==> src/rtl/rpa_pkg.sv <==
package rpa_pkg;
  localparam int CELL_W  = 4;
  localparam int N_CELLS = 2;
  localparam int N_OPER  = 3;
  localparam int N_CONST = 2;
  localparam int N_SRC   = N_OPER + N_CONST;
  localparam int N_NETS  = N_SRC + N_CELLS * CELL_W;
  localparam int N_GARB  = N_SRC - 2;
  localparam int N_OUT   = N_GARB + 2;

  // Line indices into the fault mask
  localparam int L_SRC0  = 0;
  localparam int L_C1    = N_SRC;
  localparam int L_C2    = N_SRC + CELL_W;
  localparam int L_SUM   = L_C2 + 1;

  function automatic logic [CELL_W-1:0] cell_map(input logic [CELL_W-1:0] v);
    logic [CELL_W-1:0] r;
    r[0] = v[0];
    r[1] = v[0] ^ v[1];
    r[2] = v[2] ^ (v[0] & v[1]);
    r[3] = v[3] ^ (v[0] & ~v[1]);
    return r;
  endfunction
endpackage

==> src/rtl/rpa_gate_cell.sv <==
module rpa_gate_cell
  import rpa_pkg::*;
(
  input  logic [CELL_W-1:0] in_v,
  output logic [CELL_W-1:0] out_v
);
  always_comb out_v = cell_map(in_v);
endmodule

==> src/rtl/rpa_fault_tap.sv <==
module rpa_fault_tap #(
  parameter int W = 4
) (
  input  logic [W-1:0] clean_v,
  input  logic [W-1:0] flip_v,
  output logic [W-1:0] line_v
);
  for (genvar i = 0; i < W; i++) begin : g_bit
    assign line_v[i] = clean_v[i] ^ flip_v[i];
  end
endmodule

==> src/rtl/rpa_parity_cmp.sv <==
module rpa_parity_cmp #(
  parameter int IW = 5,
  parameter int OW = 5
) (
  input  logic [IW-1:0] src_v,
  input  logic [OW-1:0] dst_v,
  output logic          diff
);
  assign diff = (^src_v) ^ (^dst_v);
endmodule

==> src/rtl/rpa_adder.sv <==
module rpa_adder
  import rpa_pkg::*;
(
  input  logic              clk,
  input  logic              rst,
  input  logic              a_i,
  input  logic              b_i,
  input  logic              cin_i,
  input  logic [N_NETS-1:0] fault_i,
  output logic              sum_o,
  output logic              cout_o,
  output logic [N_GARB-1:0] junk_o,
  output logic              perr_o
);
  logic [N_SRC-1:0]  src_raw, src_ln;
  logic [CELL_W-1:0] c1_in, c1_raw, c1_ln;
  logic [CELL_W-1:0] c2_in, c2_raw, c2_ln;
  logic [N_OUT-1:0]  out_v;
  logic              mismatch;

  // source lines: a, b, zero, zero, cin
  assign src_raw = {cin_i, {N_CONST{1'b0}}, b_i, a_i};

  rpa_fault_tap #(.W(N_SRC)) u_tap_src (
    .clean_v(src_raw), .flip_v(fault_i[L_SRC0 +: N_SRC]), .line_v(src_ln));

  assign c1_in = src_ln[CELL_W-1:0];

  rpa_gate_cell u_cell1 (.in_v(c1_in), .out_v(c1_raw));

  rpa_fault_tap #(.W(CELL_W)) u_tap_c1 (
    .clean_v(c1_raw), .flip_v(fault_i[L_C1 +: CELL_W]), .line_v(c1_ln));

  // second cell: A=a^b, B=cin, C=a&b, D=a&~b
  assign c2_in = {c1_ln[3], c1_ln[2], src_ln[N_SRC-1], c1_ln[1]};

  rpa_gate_cell u_cell2 (.in_v(c2_in), .out_v(c2_raw));

  rpa_fault_tap #(.W(CELL_W)) u_tap_c2 (
    .clean_v(c2_raw), .flip_v(fault_i[L_C2 +: CELL_W]), .line_v(c2_ln));

  assign out_v = {c2_ln, c1_ln[0]};

  rpa_parity_cmp #(.IW(N_SRC), .OW(N_OUT)) u_par (
    .src_v(src_raw), .dst_v(out_v), .diff(mismatch));

  always_ff @(posedge clk) begin
    if (rst) begin
      sum_o  <= 1'b0;
      cout_o <= 1'b0;
      junk_o <= '0;
      perr_o <= 1'b0;
    end else begin
      sum_o  <= c2_ln[1];
      cout_o <= c2_ln[2];
      junk_o <= {c2_ln[3], c2_ln[0], c1_ln[0]};
      perr_o <= mismatch;
    end
  end
endmodule

==> config.mk <==
export PLATFORM = sky130hd
export DESIGN_NAME = rpa_adder
export DESIGN_NICKNAME = d
export VERILOG_FILES = /design/src/rtl/rpa_pkg.sv /design/src/rtl/rpa_gate_cell.sv /design/src/rtl/rpa_fault_tap.sv /design/src/rtl/rpa_parity_cmp.sv /design/src/rtl/rpa_adder.sv
export SDC_FILE = /design/constraint.sdc
export NUM_CORES = 1
export LEC_CHECK = 0
export ABC_AREA = 1
export BUFFER_PORTS_ARGS = -buffer_cell sky130_fd_sc_hd__buf_2
export CAP_MARGIN = 30
export CORE_MARGIN = 2
export CORE_UTILIZATION = 44
export CTS_BUF_LIST = sky130_fd_sc_hd__clkbuf_4
export DETAILED_ROUTE_END_ITERATION = 7
export PLACE_DENSITY = 0.83
export SLEW_MARGIN = 20
export SYNTH_ARGS = -nofsm -noshare
export SYNTH_HDL_FRONTEND = slang
export SYNTH_SLANG_ARGS = --single-unit
==> constraint.sdc <==
create_clock -name clk -period 2.04 [get_ports clk]
set_input_delay 0.306 -clock clk [delete_from_list [all_inputs] [get_ports clk]]
set_output_delay 0.306 -clock clk [all_outputs]
set_load 0.02 [all_outputs]
# After elaboration in Yosys (flattened, before gate mapping)
# Index checks and enable logic that the tools add are counted.
[classes]
n_reduce_logical = 2
n_bitwise = 24
[ops]
columns = ["op", "count"]
rows = [
  ["$xor A1 B1 Y1", 18],
  ["$reduce_xor A5 Y1", 2],
  ["$and A1 B1 Y1", 4],
  ["$not A1 Y1", 2],
]
[word_totals]
word_cells = 30
regBits = 6
inputBits = 18
out_inout_bits = 6

# Logic depth before layout (Yosys ltp)
# Gate-level depths: netlist of the first run.
[depth]
depth_word = 9
ltp_mapped = 21
mapped_depth_nobuf = 21

# Cells and area by module
# Synthesis of the first run repeated with hierarchy kept, for this count alone.
[hier_totals]
cells_unflattened = 172
hier_area_um2 = 809.5
[by_module_without_submodules]
columns = ["mod", "instances", "cells_each", "seq_area_each_um2", "area_each_um2"]
rows = [
  ["rpa_parity_cmp", 1, 58, 0.0, 241.5],
  ["rpa_adder", 1, 19, 120.1, 168.9],
  ["rpa_gate_cell", 2, 15, 0.0, 77.6],
  ["rpa_fault_tap (u_tap_c1 ...)", 2, 20, 0.0, 75.1],
  ["rpa_fault_tap (u_tap_src)", 1, 25, 0.0, 93.8],
]

# Worst setup path after synthesis of the first run
# No wires, ideal clock.
[synth_path]
path_type = "input-to-reg"
start = "in b_i"
end = "reg perr_o"
path_stages = 14
required_time_ns = 1.926
n_path_buf = 0
setup_slack_ns = -0.136
setup_ns = 0.114
t_arrival_ns = 2.062
cell_sequence = "xnor2_1 inv_1 ha_1 inv_1 nand2_1 nand2_1 ha_1 xnor2_2 xor2_1 nand3_1 nand2_1 inv_2 nor2_1 nor2_2"
[synth_via]
elab_chain_len = 9
elab_cells_between_ends = 22
classes_between = "20 x bitwise; 2 x reduce/logical"
[synth_lines]
columns = ["element", "line_no", "text"]
rows = [
  ["from (decl)", "rpa_adder.sv:7", "input logic b_i,"],
  ["$xor A1 B1 Y1", "rpa_fault_tap.sv:9", "assign line_v[i] = clean_v[i] ^ flip_v[i];"],
  ["$not A1 Y1", "rpa_pkg.sv:22", "r[3] = v[3] ^ (v[0] & ~v[1]);"],
  ["$and A1 B1 Y1", "rpa_pkg.sv:22", ""],
  ["$xor A1 B1 Y1", "rpa_pkg.sv:22", ""],
  ["$xor A1 B1 Y1", "rpa_fault_tap.sv:9", ""],
  ["$xor A1 B1 Y1", "rpa_pkg.sv:22", ""],
  ["$xor A1 B1 Y1", "rpa_fault_tap.sv:9", ""],
  ["$reduce_xor A5 Y1", "rpa_parity_cmp.sv:9", "assign diff = (^src_v) ^ (^dst_v);"],
  ["$xor A1 B1 Y1 *", "rpa_parity_cmp.sv:9", ""],
  ["to (signal assigned)", "rpa_adder.sv:57", "perr_o <= mismatch;"],
  ["to (decl)", "rpa_adder.sv:13", "output logic perr_o"],
]
# Mark *: on every way between the ends. The rest lies on a longest branch, timed or not.
# A chain may end at the register's enable or synchronous reset.

# Worst setup path after layout of the first run
[layout_path]
start = "in fault_i[1]"
end = "reg perr_o"
[layout_via]
elab_chain_len = 9
elab_cells_between_ends = 21
classes_between = "20 x bitwise; 1 x reduce/logical"
[layout_lines]
columns = ["element", "line_no", "text"]
rows = [
  ["from (decl)", "rpa_adder.sv:9", "input logic [N_NETS-1:0] fault_i,"],
  ["$xor A1 B1 Y1 *", "rpa_fault_tap.sv:9", ""],
  ["$not A1 Y1", "rpa_pkg.sv:22", ""],
  ["$and A1 B1 Y1", "rpa_pkg.sv:22", ""],
  ["$xor A1 B1 Y1", "rpa_pkg.sv:22", ""],
  ["$xor A1 B1 Y1", "rpa_fault_tap.sv:9", ""],
  ["$xor A1 B1 Y1", "rpa_pkg.sv:22", ""],
  ["$xor A1 B1 Y1", "rpa_fault_tap.sv:9", ""],
  ["$reduce_xor A5 Y1 *", "rpa_parity_cmp.sv:9", ""],
  ["$xor A1 B1 Y1 *", "rpa_parity_cmp.sv:9", ""],
]
# Marks and branches as above.

==> flow_summary.json, run 1 <==
{
  "peakVddDrop_mv": 0.286,
  "post_route_cells_drive_above_1_share_pct": 42.6,
  "area_growth_syn_to_layout_pct": 65.9,
  "post-route-drc-count": 0,
  "grt-ovfl-total": 0,
  "synth_nets": 119,
  "grt_start_max_net_pins": 7,
  "ctsRootBufferMaster": "sky130_fd_sc_hd__clkbuf_4",
  "slew_violations": 0,
  "number_of_placement_rows": 13,
  "timing.max_cap.violations": 0,
  "final_cells": 151,
  "viasPerCell": 4.84,
  "setup_slack_ns": -0.0297,
  "floorplan.die_area_um2": 1630,
  "ctsLongestPathBuffers": 2,
  "cell_area_after_synthesis_um2": 581,
  "detailedPlace.worstSlack_ns": -0.270,
  "worst_ep_required_time_ns": 2.17,
  "floorplan.core_area_um2": 1270,
  "place_inst": 145,
  "chipHeight_um": 40.3,
  "clock-sinks": 6,
  "critical_path.slowest_cell": "sky130_fd_sc_hd__ha_4",
  "layout_min_cycle_time_ns": 2.07,
  "floorplan.initialDensity_pct": 45.8,
  "route.vias.total": 731,
  "fillerInstances": 88,
  "postSynthCellCount": 97,
  "routedWlPerCell_um": 10.9,
  "global_route.usage.total_pct": 17.4,
  "yosys.cell_types.count": 13,
  "most_used_cells_in_the_layout_excluding_fill_and_tap_cells": "32 x sky130_fd_sc_hd__nand2_1, 20 x sky130_fd_sc_hd__buf_2, 15 x sky130_fd_sc_hd__inv_1",
  "maxSlewHeadroom_pct": 80.0,
  "cp_slowest_stage_delay_ns": 0.27,
  "finalCoreUtilization_pct": 75.9,
  "clk_transition_reported_paths_ns": 0.04,
  "postSynthRegisterBits": 6,
  "crit_path_max_fanout": 4,
  "final_common_cell": "sky130_fd_sc_hd__nand2_1",
  "yosysWarnings": 0,
  "p_leak_nw": 0.557,
  "powerDensity_nw_per_um2": 673,
  "gpl.final_weighted_congestion": 0.820,
  "total_inserted_antenna_cells": 0,
  "unrepaired_setup_endpoints_after_global_routing": "yes",
  "wl_mm": 1.64,
  "antenna_left": 0,
  "first_global_vias": 548,
  "critical_path_arrival_ns": 2.20,
  "finish.net_count": 160,
  "criticalPathCategory": "in2reg",
  "drt_pre_antenna_iters": 4,
  "die_width_um": 40.3,
  "cts.hold.buffers_added": 0,
  "setup.worst_path.end_class": "flip-flop",
  "boundaryPins": 24,
  "layout_worst_path_cycle_share_pct": 101,
  "path_delay_family": "simple AND/OR/NAND/NOR gates",
  "hpwl_mm": 1.08,
  "report.final.hold_viol_count": 0,
  "avgSynthCellArea_um2": 5.99,
  "critical_path.n_buffers_inverters": 3,
  "fmaxAchievable_mhz": 483,
  "violations": "setup timing",
  "totalPowerFinal_mw": 0.649,
  "worstPathCellList": "buf_8, xnor2_4, inv_2, ha_4, inv_2, nand2_2, nand2_4, ha_4, xnor2_1, nand3_1, nand3_1, nand3_1, nand2_1, nand2_1, nand2_1, nor2_2",
  "ys_seq_area_share_pct": 20.7,
  "placement.io_buffers": 23,
  "hold_path_class": "in2reg",
  "outcome": "finished with violations",
  "worst_setup_path_start_kind": "input pin",
  "finalSetupViolCount": 1,
  "cts-buffers-inserted": 3,
  "clock_tree_from_tritoncts": "built",
  "number_of_antenna_violations_at_the_first_check_in_global_routing": 0,
  "worst_pin_slew_ns": 0.298,
  "drt_iter0_drc": 20,
  "grt_pass1_wl_mm": 1.95,
  "cts-htree-levels": 1
}
-- registers in the layout, summed over array words and instances (netlist names) --
| name | cells |
|---|---|
| junk_o | 3 |
| cout_o | 1 |
| perr_o | 1 |
| sum_o | 1 |
-- where the power goes --
part           internal, mW  total, mW  switching (mW)
combinational         0.190      0.404           0.215
sequential            0.138      0.142         0.00391
clock                0.0661      0.103          0.0364
-- metrics by stage --
| step | TNS [ns] | hold slack (ns) | cell area, um^2 |
|---|---|---|---|
| detailed placement | -0.344 | 0.555 | 812 |
| floorplan | 0 | 0.375 | 603 |
| CTS | 0 | 0.301 | 837 |
| global route | -0.140 | 0.313 | 963 |
| finish | -0.0297 | 0.312 | 963 |
| global placement | -0.199 | 0.544 | 812 |
-- area by class of cell --
| class | instances | area, um^2 | share of cell area (%) |
|---|---|---|---|
| Multi-Input combinational cell | 72 | 499 | 51.8 |
| Inverter | 19 | 71.3 | 7.40 |
| Timing Repair Buffer | 36 | 231 | 24.0 |
| Clock buffer | 3 | 22.5 | 2.34 |
| Sequential cell | 6 | 120 | 12.5 |
| Tap cell | 15 | 18.8 | 1.95 |
-- cells by family after synthesis --
family                   share of synthesized area (%)
AND/OR/NAND/NOR                                   40.3
buffers and inverters                             12.3
flip-flops                                        20.7
XOR/XNOR                                          16.4
AO/OA/AOI/OAI                                     1.72
adder cells (fa/ha/maj)                           8.62
-- final timing paths --
path,start,end,depth (start not counted)
worst max-delay path,fault_i[1],perr_o$_SDFF_PP0_,16
worst min-delay path,rst,cout_o$_SDFF_PP0_,2
-- what timing repair did --
| action | in CTS | in global routing |
|---|---|---|
| setup endpoints to repair | 1 | 1 |
| gates resized for setup | 1 | 21 |
| buffers inserted | 0 | 3 |
| pin swaps | 0 | 14 |
-- routing by layer --
layer / up-vias / share of wire (%) / global-route usage [%]
met5: - / 0 / 0
met4: 0 / 3.1 / 11.7
met2: 21 / 59 / 31.3
met3: 6 / 4.0 / 0.556
li1: 370 / - / -
met1: 334 / 34 / 19.5
-- synth_stat cells --
cell type                   n  share of area, %
sky130_fd_sc_hd__nand2_1   38                25
sky130_fd_sc_hd__inv_1     17                11
sky130_fd_sc_hd__nand3_1   11               9.5
sky130_fd_sc_hd__dfxtp_1    6                21
sky130_fd_sc_hd__xnor2_1    5               7.5
sky130_fd_sc_hd__ha_1       4               8.6
sky130_fd_sc_hd__nor2_1     4               2.6
sky130_fd_sc_hd__xor2_1     4               6.0
sky130_fd_sc_hd__a21oi_1    2               1.7
sky130_fd_sc_hd__inv_2      2               1.3
sky130_fd_sc_hd__nand3b_1   2               2.6
sky130_fd_sc_hd__nor2_2     1               1.1
sky130_fd_sc_hd__xnor2_2    1               2.8
(Power assumes the default switching activity.)
==> inputs of run 2 (changes only) <==
--- a/config.mk
+++ b/config.mk
@@ -8,11 +8,12 @@
 export ABC_AREA = 1
 export BUFFER_PORTS_ARGS = -buffer_cell sky130_fd_sc_hd__buf_2
 export CAP_MARGIN = 30
-export CORE_MARGIN = 2
-export CORE_UTILIZATION = 44
+export CORE_AREA = 2 2 39 41
 export CTS_BUF_LIST = sky130_fd_sc_hd__clkbuf_4
 export DETAILED_ROUTE_END_ITERATION = 7
-export PLACE_DENSITY = 0.83
+export DIE_AREA = 0 0 41 43
+export PLACE_DENSITY = 0.8
+export SETUP_SLACK_MARGIN = 0.4
 export SLEW_MARGIN = 20
 export SYNTH_ARGS = -nofsm -noshare
 export SYNTH_HDL_FRONTEND = slang
==> constraint.sdc (replaced) <==
create_clock -name clk -period 2.6 [get_ports clk]
set_input_delay 0.39 -clock clk [delete_from_list [all_inputs] [get_ports clk]]
set_output_delay 0.39 -clock clk [all_outputs]
set_load 0.02 [all_outputs]
==> flow_summary.json, run 2 (synthesis gave the netlist of run 1 again) <==
{
  "gpl.final_weighted_congestion": 0.810,
  "slew_violations": 0,
  "final_cells": 141,
  "most_used_cells_in_the_layout_excluding_fill_and_tap_cells": "33 x sky130_fd_sc_hd__nand2_1, 21 x sky130_fd_sc_hd__buf_2, 15 x sky130_fd_sc_hd__inv_1",
  "cts-buffers-inserted": 3,
  "chipHeight_um": 43,
  "layout_worst_path_cycle_share_pct": 79.9,
  "drt_pre_antenna_iters": 4,
  "critical_path_arrival_ns": 2.21,
  "area_growth_syn_to_layout_pct": 47.2,
  "grt_start_max_net_pins": 7,
  "boundaryPins": 24,
  "number_of_antenna_violations_at_the_first_check_in_global_routing": 0,
  "setup.worst_path.end_class": "flip-flop",
  "report.final.hold_viol_count": 0,
  "floorplan.die_area_um2": 1760,
  "route.vias.total": 669,
  "global_route.usage.total_pct": 15.1,
  "unrepaired_setup_endpoints_after_global_routing": "no",
  "clock-sinks": 6,
  "placement.io_buffers": 23,
  "clock_tree_from_tritoncts": "built",
  "place_inst": 136,
  "first_global_vias": 557,
  "worst_ep_required_time_ns": 2.73,
  "final_common_cell": "sky130_fd_sc_hd__nand2_1",
  "hold_path_class": "in2reg",
  "global_route.peak_usage_layer": "met2",
  "viasPerCell": 4.74,
  "outcome": "finished clean",
  "use_met1_pct": 14.3,
  "layout_min_cycle_time_ns": 2.08,
  "totalPowerFinal_mw": 0.453,
  "wl_mm": 1.21,
  "peakVddDrop_mv": 0.196,
  "worst_setup_path_start_kind": "input pin",
  "ctsLongestPathBuffers": 2,
  "finish.net_count": 149,
  "multi_input_area_um2": 482,
  "p_leak_nw": 0.500,
  "grt_util_met2_pct": 29.4,
  "number_of_placement_rows": 14,
  "total_inserted_antenna_cells": 0,
  "regMostFlops": "junk_o",
  "grt-ovfl-total": 0,
  "ctsRootBufferMaster": "sky130_fd_sc_hd__clkbuf_4",
  "clk_transition_reported_paths_ns": 0.04,
  "die_width_um": 41,
  "hpwl_mm": 1.03,
  "largest_register_ff_count": 3,
  "floorplan.core_area_um2": 1380,
  "floorplan.initialDensity_pct": 42.0,
  "global_route.usage.met3_pct": 0,
  "layout.area.seq_um2": 120,
  "criticalPathCategory": "in2reg",
  "antenna_left": 0,
  "worst_pin_slew_ns": 0.294,
  "crit_path_max_fanout": 4,
  "finalSetupTns_ns": 0,
  "routedWlPerCell_um": 8.60,
  "drt_iter0_drc": 14,
  "cts-htree-levels": 1,
  "grt_pass1_wl_mm": 1.88,
  "finalSetupViolCount": 0,
  "post_route_cells_drive_above_1_share_pct": 35.2,
  "post-route-drc-count": 0,
  "maxSlewHeadroom_pct": 80.3,
  "timing.max_cap.violations": 0,
  "fillerInstances": 129,
  "powerDensity_nw_per_um2": 531,
  "fmaxAchievable_mhz": 481
}
run 2: per-layer routing:
| metal | part of all wire (%) | up-vias |
|---|---|---|
| met5 | 0 | - |
| met4 | 2.7 | 0 |
| met3 | 3.8 | 6 |
| met2 | 57 | 13 |
| met1 | 37 | 298 |
| li1 | - | 352 |
run 2: worst max-delay path: stages:
cell                      delay [ns]
sky130_fd_sc_hd__buf_4          0.14
sky130_fd_sc_hd__xnor2_4        0.16
sky130_fd_sc_hd__inv_2          0.06
sky130_fd_sc_hd__ha_4           0.27
sky130_fd_sc_hd__inv_2          0.04
sky130_fd_sc_hd__nand2_4        0.07
sky130_fd_sc_hd__nand2_4        0.08
sky130_fd_sc_hd__ha_4           0.26
sky130_fd_sc_hd__xnor2_4        0.17
sky130_fd_sc_hd__xor2_1         0.19
sky130_fd_sc_hd__inv_1          0.06
sky130_fd_sc_hd__nand2_1        0.06
sky130_fd_sc_hd__nand2_1        0.06
sky130_fd_sc_hd__inv_2          0.06
sky130_fd_sc_hd__nand2_1        0.04
sky130_fd_sc_hd__nand2_1        0.07
sky130_fd_sc_hd__nor2_2         0.03
run 2: final cells by class:
cell class / count / area share, %
Clock buffer: 3 / 2.64
Tap cell: 16 / 2.34
Timing Repair Buffer: 25 / 16.3
Multi-Input combinational cell: 72 / 56.4
Inverter: 19 / 8.35
Sequential cell: 6 / 14.1
run 2: timing repair:
item,4_1_cts,5_1_grt
setup buffers,0,2
pin swaps,0,11
hold buffers,0,0
resized for setup,2,16
setup endpoints to repair,1,1
run 2: power breakdown:
part	internal [mW]	total (mW)	switching (mW)
clock network	0.0519	0.0807	0.0288
registers	0.108	0.111	0.00270
logic	0.116	0.262	0.146
run 2: worst paths after layout:
check,from,endpoint,slack [ns],depth (start not counted)
max,b_i,perr_o$_SDFF_PP0_,0.52,17
min,rst,sum_o$_SDFF_PP0_,0.38,2
run 2: metrics by stage:
step	worst slack (ns)	hold slack, ns	utilization (%)	area [um^2]
CTS	0.405	0.378	55.0	761
finish	0.522	0.383	61.8	855
global placement	0.154	0.632	52.6	728
global route	0.373	0.396	61.8	855
floorplan	0.425	0.459	-	593
detailed placement	0.0684	0.629	52.6	728
==> inputs of run 3 (changes only) <==
--- a/config.mk
+++ b/config.mk
@@ -5,14 +5,14 @@
 export SDC_FILE = /design/constraint.sdc
 export NUM_CORES = 1
 export LEC_CHECK = 0
-export ABC_AREA = 1
+export ABC_AREA = 0
 export BUFFER_PORTS_ARGS = -buffer_cell sky130_fd_sc_hd__buf_2
 export CAP_MARGIN = 30
 export CORE_AREA = 2 2 39 41
 export CTS_BUF_LIST = sky130_fd_sc_hd__clkbuf_4
 export DETAILED_ROUTE_END_ITERATION = 7
 export DIE_AREA = 0 0 41 43
-export PLACE_DENSITY = 0.8
+export PLACE_DENSITY = 0.69
 export SETUP_SLACK_MARGIN = 0.4
 export SLEW_MARGIN = 20
 export SYNTH_ARGS = -nofsm -noshare
==> constraint.sdc (replaced) <==
create_clock -name clk -period 1.83 [get_ports clk]
set_input_delay 0.2745 -clock clk [delete_from_list [all_inputs] [get_ports clk]]
set_output_delay 0.2745 -clock clk [all_outputs]
set_load 0.02 [all_outputs]
==> flow_summary.json, run 3 <==
{
  "grt_start_max_net_pins": 7,
  "grt_pass1_wl_mm": 1.23,
  "avgSynthCellArea_um2": 11.2,
  "finalSetupTns_ns": -0.0781,
  "setup.worst_path.end_class": "flip-flop",
  "clock-sinks": 6,
  "finish.net_count": 97,
  "outcome": "finished with violations",
  "p_leak_nw": 0.406,
  "clock_tree_from_tritoncts": "built",
  "peakVddDrop_mv": 0.369,
  "postSynthRegisterBits": 6,
  "critical_path_arrival_ns": 2.09,
  "largest_register_ff_count": 3,
  "unrepaired_setup_endpoints_after_global_routing": "yes",
  "yosys.cell_types.count": 8,
  "route.vias.total": 365,
  "regMostFlops": "junk_o",
  "chipHeight_um": 43,
  "antenna_left": 0,
  "drt_iter0_drc": 3,
  "setup_slack_ns": -0.0781,
  "synth_nets": 59,
  "slew_violations": 0,
  "global_route.usage.total_pct": 10.8,
  "ctsRootBufferMaster": "sky130_fd_sc_hd__clkbuf_4",
  "floorplan.initialDensity_pct": 30.0,
  "wl_um": 736,
  "drt_pre_antenna_iters": 2,
  "postSynthCellCount": 37,
  "cts-buffers-inserted": 3,
  "post-route-drc-count": 0,
  "area_share_of_the_largest_cell_type_after_synthesis_pct": 28.9,
  "hold_path_class": "in2reg",
  "criticalPathCategory": "in2reg",
  "detailedPlace.worstSlack_ns": -0.406,
  "cts-htree-levels": 1,
  "die_width_um": 41,
  "synth_edf_count": 0,
  "final_common_cell": "sky130_fd_sc_hd__buf_2",
  "worst_ep_required_time_ns": 2.01,
  "layout_worst_path_cycle_share_pct": 104,
  "yosysWarnings": 0,
  "number_of_antenna_violations_at_the_first_check_in_global_routing": 0,
  "post_route_cells_drive_above_1_share_pct": 65.8,
  "ys_seq_area_share_pct": 28.9,
  "most_used_cells_in_the_layout_excluding_fill_and_tap_cells": "19 x sky130_fd_sc_hd__buf_2, 8 x sky130_fd_sc_hd__buf_4, 6 x sky130_fd_sc_hd__xnor2_1, 6 x sky130_fd_sc_hd__dfxtp_1, 5 x sky130_fd_sc_hd__nor2_1",
  "report.final.hold_viol_count": 0,
  "synth.top_cells.by_count": "10 x sky130_fd_sc_hd__xnor2_1, 6 x sky130_fd_sc_hd__dfxtp_1, 6 x sky130_fd_sc_hd__nor2_1",
  "worst_setup_path_start_kind": "input pin",
  "floorplan.core_area_um2": 1380,
  "routedWlPerCell_um": 8.27,
  "layout_min_cycle_time_ns": 1.91,
  "yosys-top-cells-area": "sky130_fd_sc_hd__dfxtp_1 29%, sky130_fd_sc_hd__xnor2_1 21%, sky130_fd_sc_hd__xnor3_1 16%",
  "first_global_vias": 348,
  "netlist.top_cell.by_area": "sky130_fd_sc_hd__dfxtp_1",
  "worstPathCellList": "buf_8, xor2_4, ha_4, xor2_4, buf_4, ha_4, xnor2_4, xnor2_2, xnor2_1, xnor3_1, nor2_1",
  "maxSlewHeadroom_pct": 81.5,
  "gpl.final_weighted_congestion": 0.698,
  "finalCoreUtilization_pct": 60.8,
  "crit_path_max_fanout": 3,
  "finalSetupViolCount": 1,
  "boundaryPins": 24,
  "async_flop_share_pct": 0,
  "ctsLongestPathBuffers": 2,
  "post-synth-top-count-cell": "sky130_fd_sc_hd__xnor2_1",
  "cell_area_after_synthesis_um2": 415,
  "area_growth_syn_to_layout_pct": 103,
  "cts.hold.buffers_added": 0,
  "synth_ff_type": "sky130_fd_sc_hd__dfxtp_1",
  "powerDensity_nw_per_um2": 1010,
  "clk_transition_reported_paths_ns": 0.04,
  "hpwl_um": 632,
  "viasPerCell": 4.10,
  "worst_pin_slew_ns": 0.276,
  "critical_path.slowest_cell": "sky130_fd_sc_hd__ha_4",
  "grt-ovfl-total": 0,
  "floorplan.die_area_um2": 1760,
  "cp_slowest_stage_delay_ns": 0.26,
  "timing.max_cap.violations": 0,
  "fmaxAchievable_mhz": 524,
  "total_inserted_antenna_cells": 0,
  "number_of_placement_rows": 14,
  "violations": "setup timing",
  "placement.io_buffers": 23
}
==> run 3: cells by family (layout without fill, tap and decap cells) <==
family / Yosys count / after routing / share of synthesized area [%]
xor+xnor: 19 / 19 / 51.8
fa+ha+maj: 4 / 4 / 12.0
buf+inv: 2 / 38 / 1.81
flops: 6 / 6 / 28.9
simple gates: 6 / 6 / 5.42
==> run 3: per-stage QoR <==
stage | instance area (um^2) | total power [mW] | hold WS (ns) | cells
floorplan | 523 | 0.508 | 0.341 | 37
detailed placement | 711 | 0.638 | 0.512 | 83
finish | 842 | 0.846 | 0.278 | 89
CTS | 791 | 0.806 | 0.259 | 87
global placement | 711 | 0.628 | 0.514 | 83
global route | 842 | 0.903 | 0.285 | 89
==> run 3: critical path: cells and delay by family <==
| kind | cells | cell delay, ns |
|---|---|---|
| xor gates and xnor gates | 6 | 1.06 |
| adders and majority gates | 2 | 0.43 |
| buffers and inverters | 2 | 0.24 |
| and+or+nand+nor | 1 | 0.08 |
==> run 3: worst paths after layout <==
| path | slack [ns] | startpoint | to | cells after the start |
|---|---|---|---|---|
| worst max-delay path | -0.08 | fault_i[1] | perr_o$_SDFF_PP0_ | 11 |
| worst min-delay path | 0.28 | rst | cout_o$_SDFF_PP0_ | 2 |
==> run 3: what timing repair did <==
| action | in CTS | in global routing |
|---|---|---|
| cloned | 0 | 0 |
| pin swaps | 10 | 6 |
| endpoints found under the setup margin | 4 | 3 |
| setup buffers | 1 | 2 |
| gates resized for setup | 13 | 6 |
==> run 3: metal layers <==
layer,GRT usage [%],share of wire (%),vias up
li1,-,-,187
met1,11.3,32,158
met2,16.9,57,16
met3,0,7.5,4
met4,12.0,3.5,0
met5,0,0,-
==> run 3: report_power, final <==
| group | internal (mW) | switching, mW | leakage (nW) |
|---|---|---|---|
| Sequential | 0.164 | 0.00524 | 0.0500 |
| Clock | 0.0740 | 0.0459 | 0.0138 |
| Combinational | 0.337 | 0.220 | 0.342 |
==> run 3: cell type report <==
class                      instances  area, um^2
multi-input combinational         29         442
sequential                         6         120
tap                               16        20.0
timing repair buffer              33         230
inverter                           2        7.51
fill                             121         542
clock buffer                       3        22.5
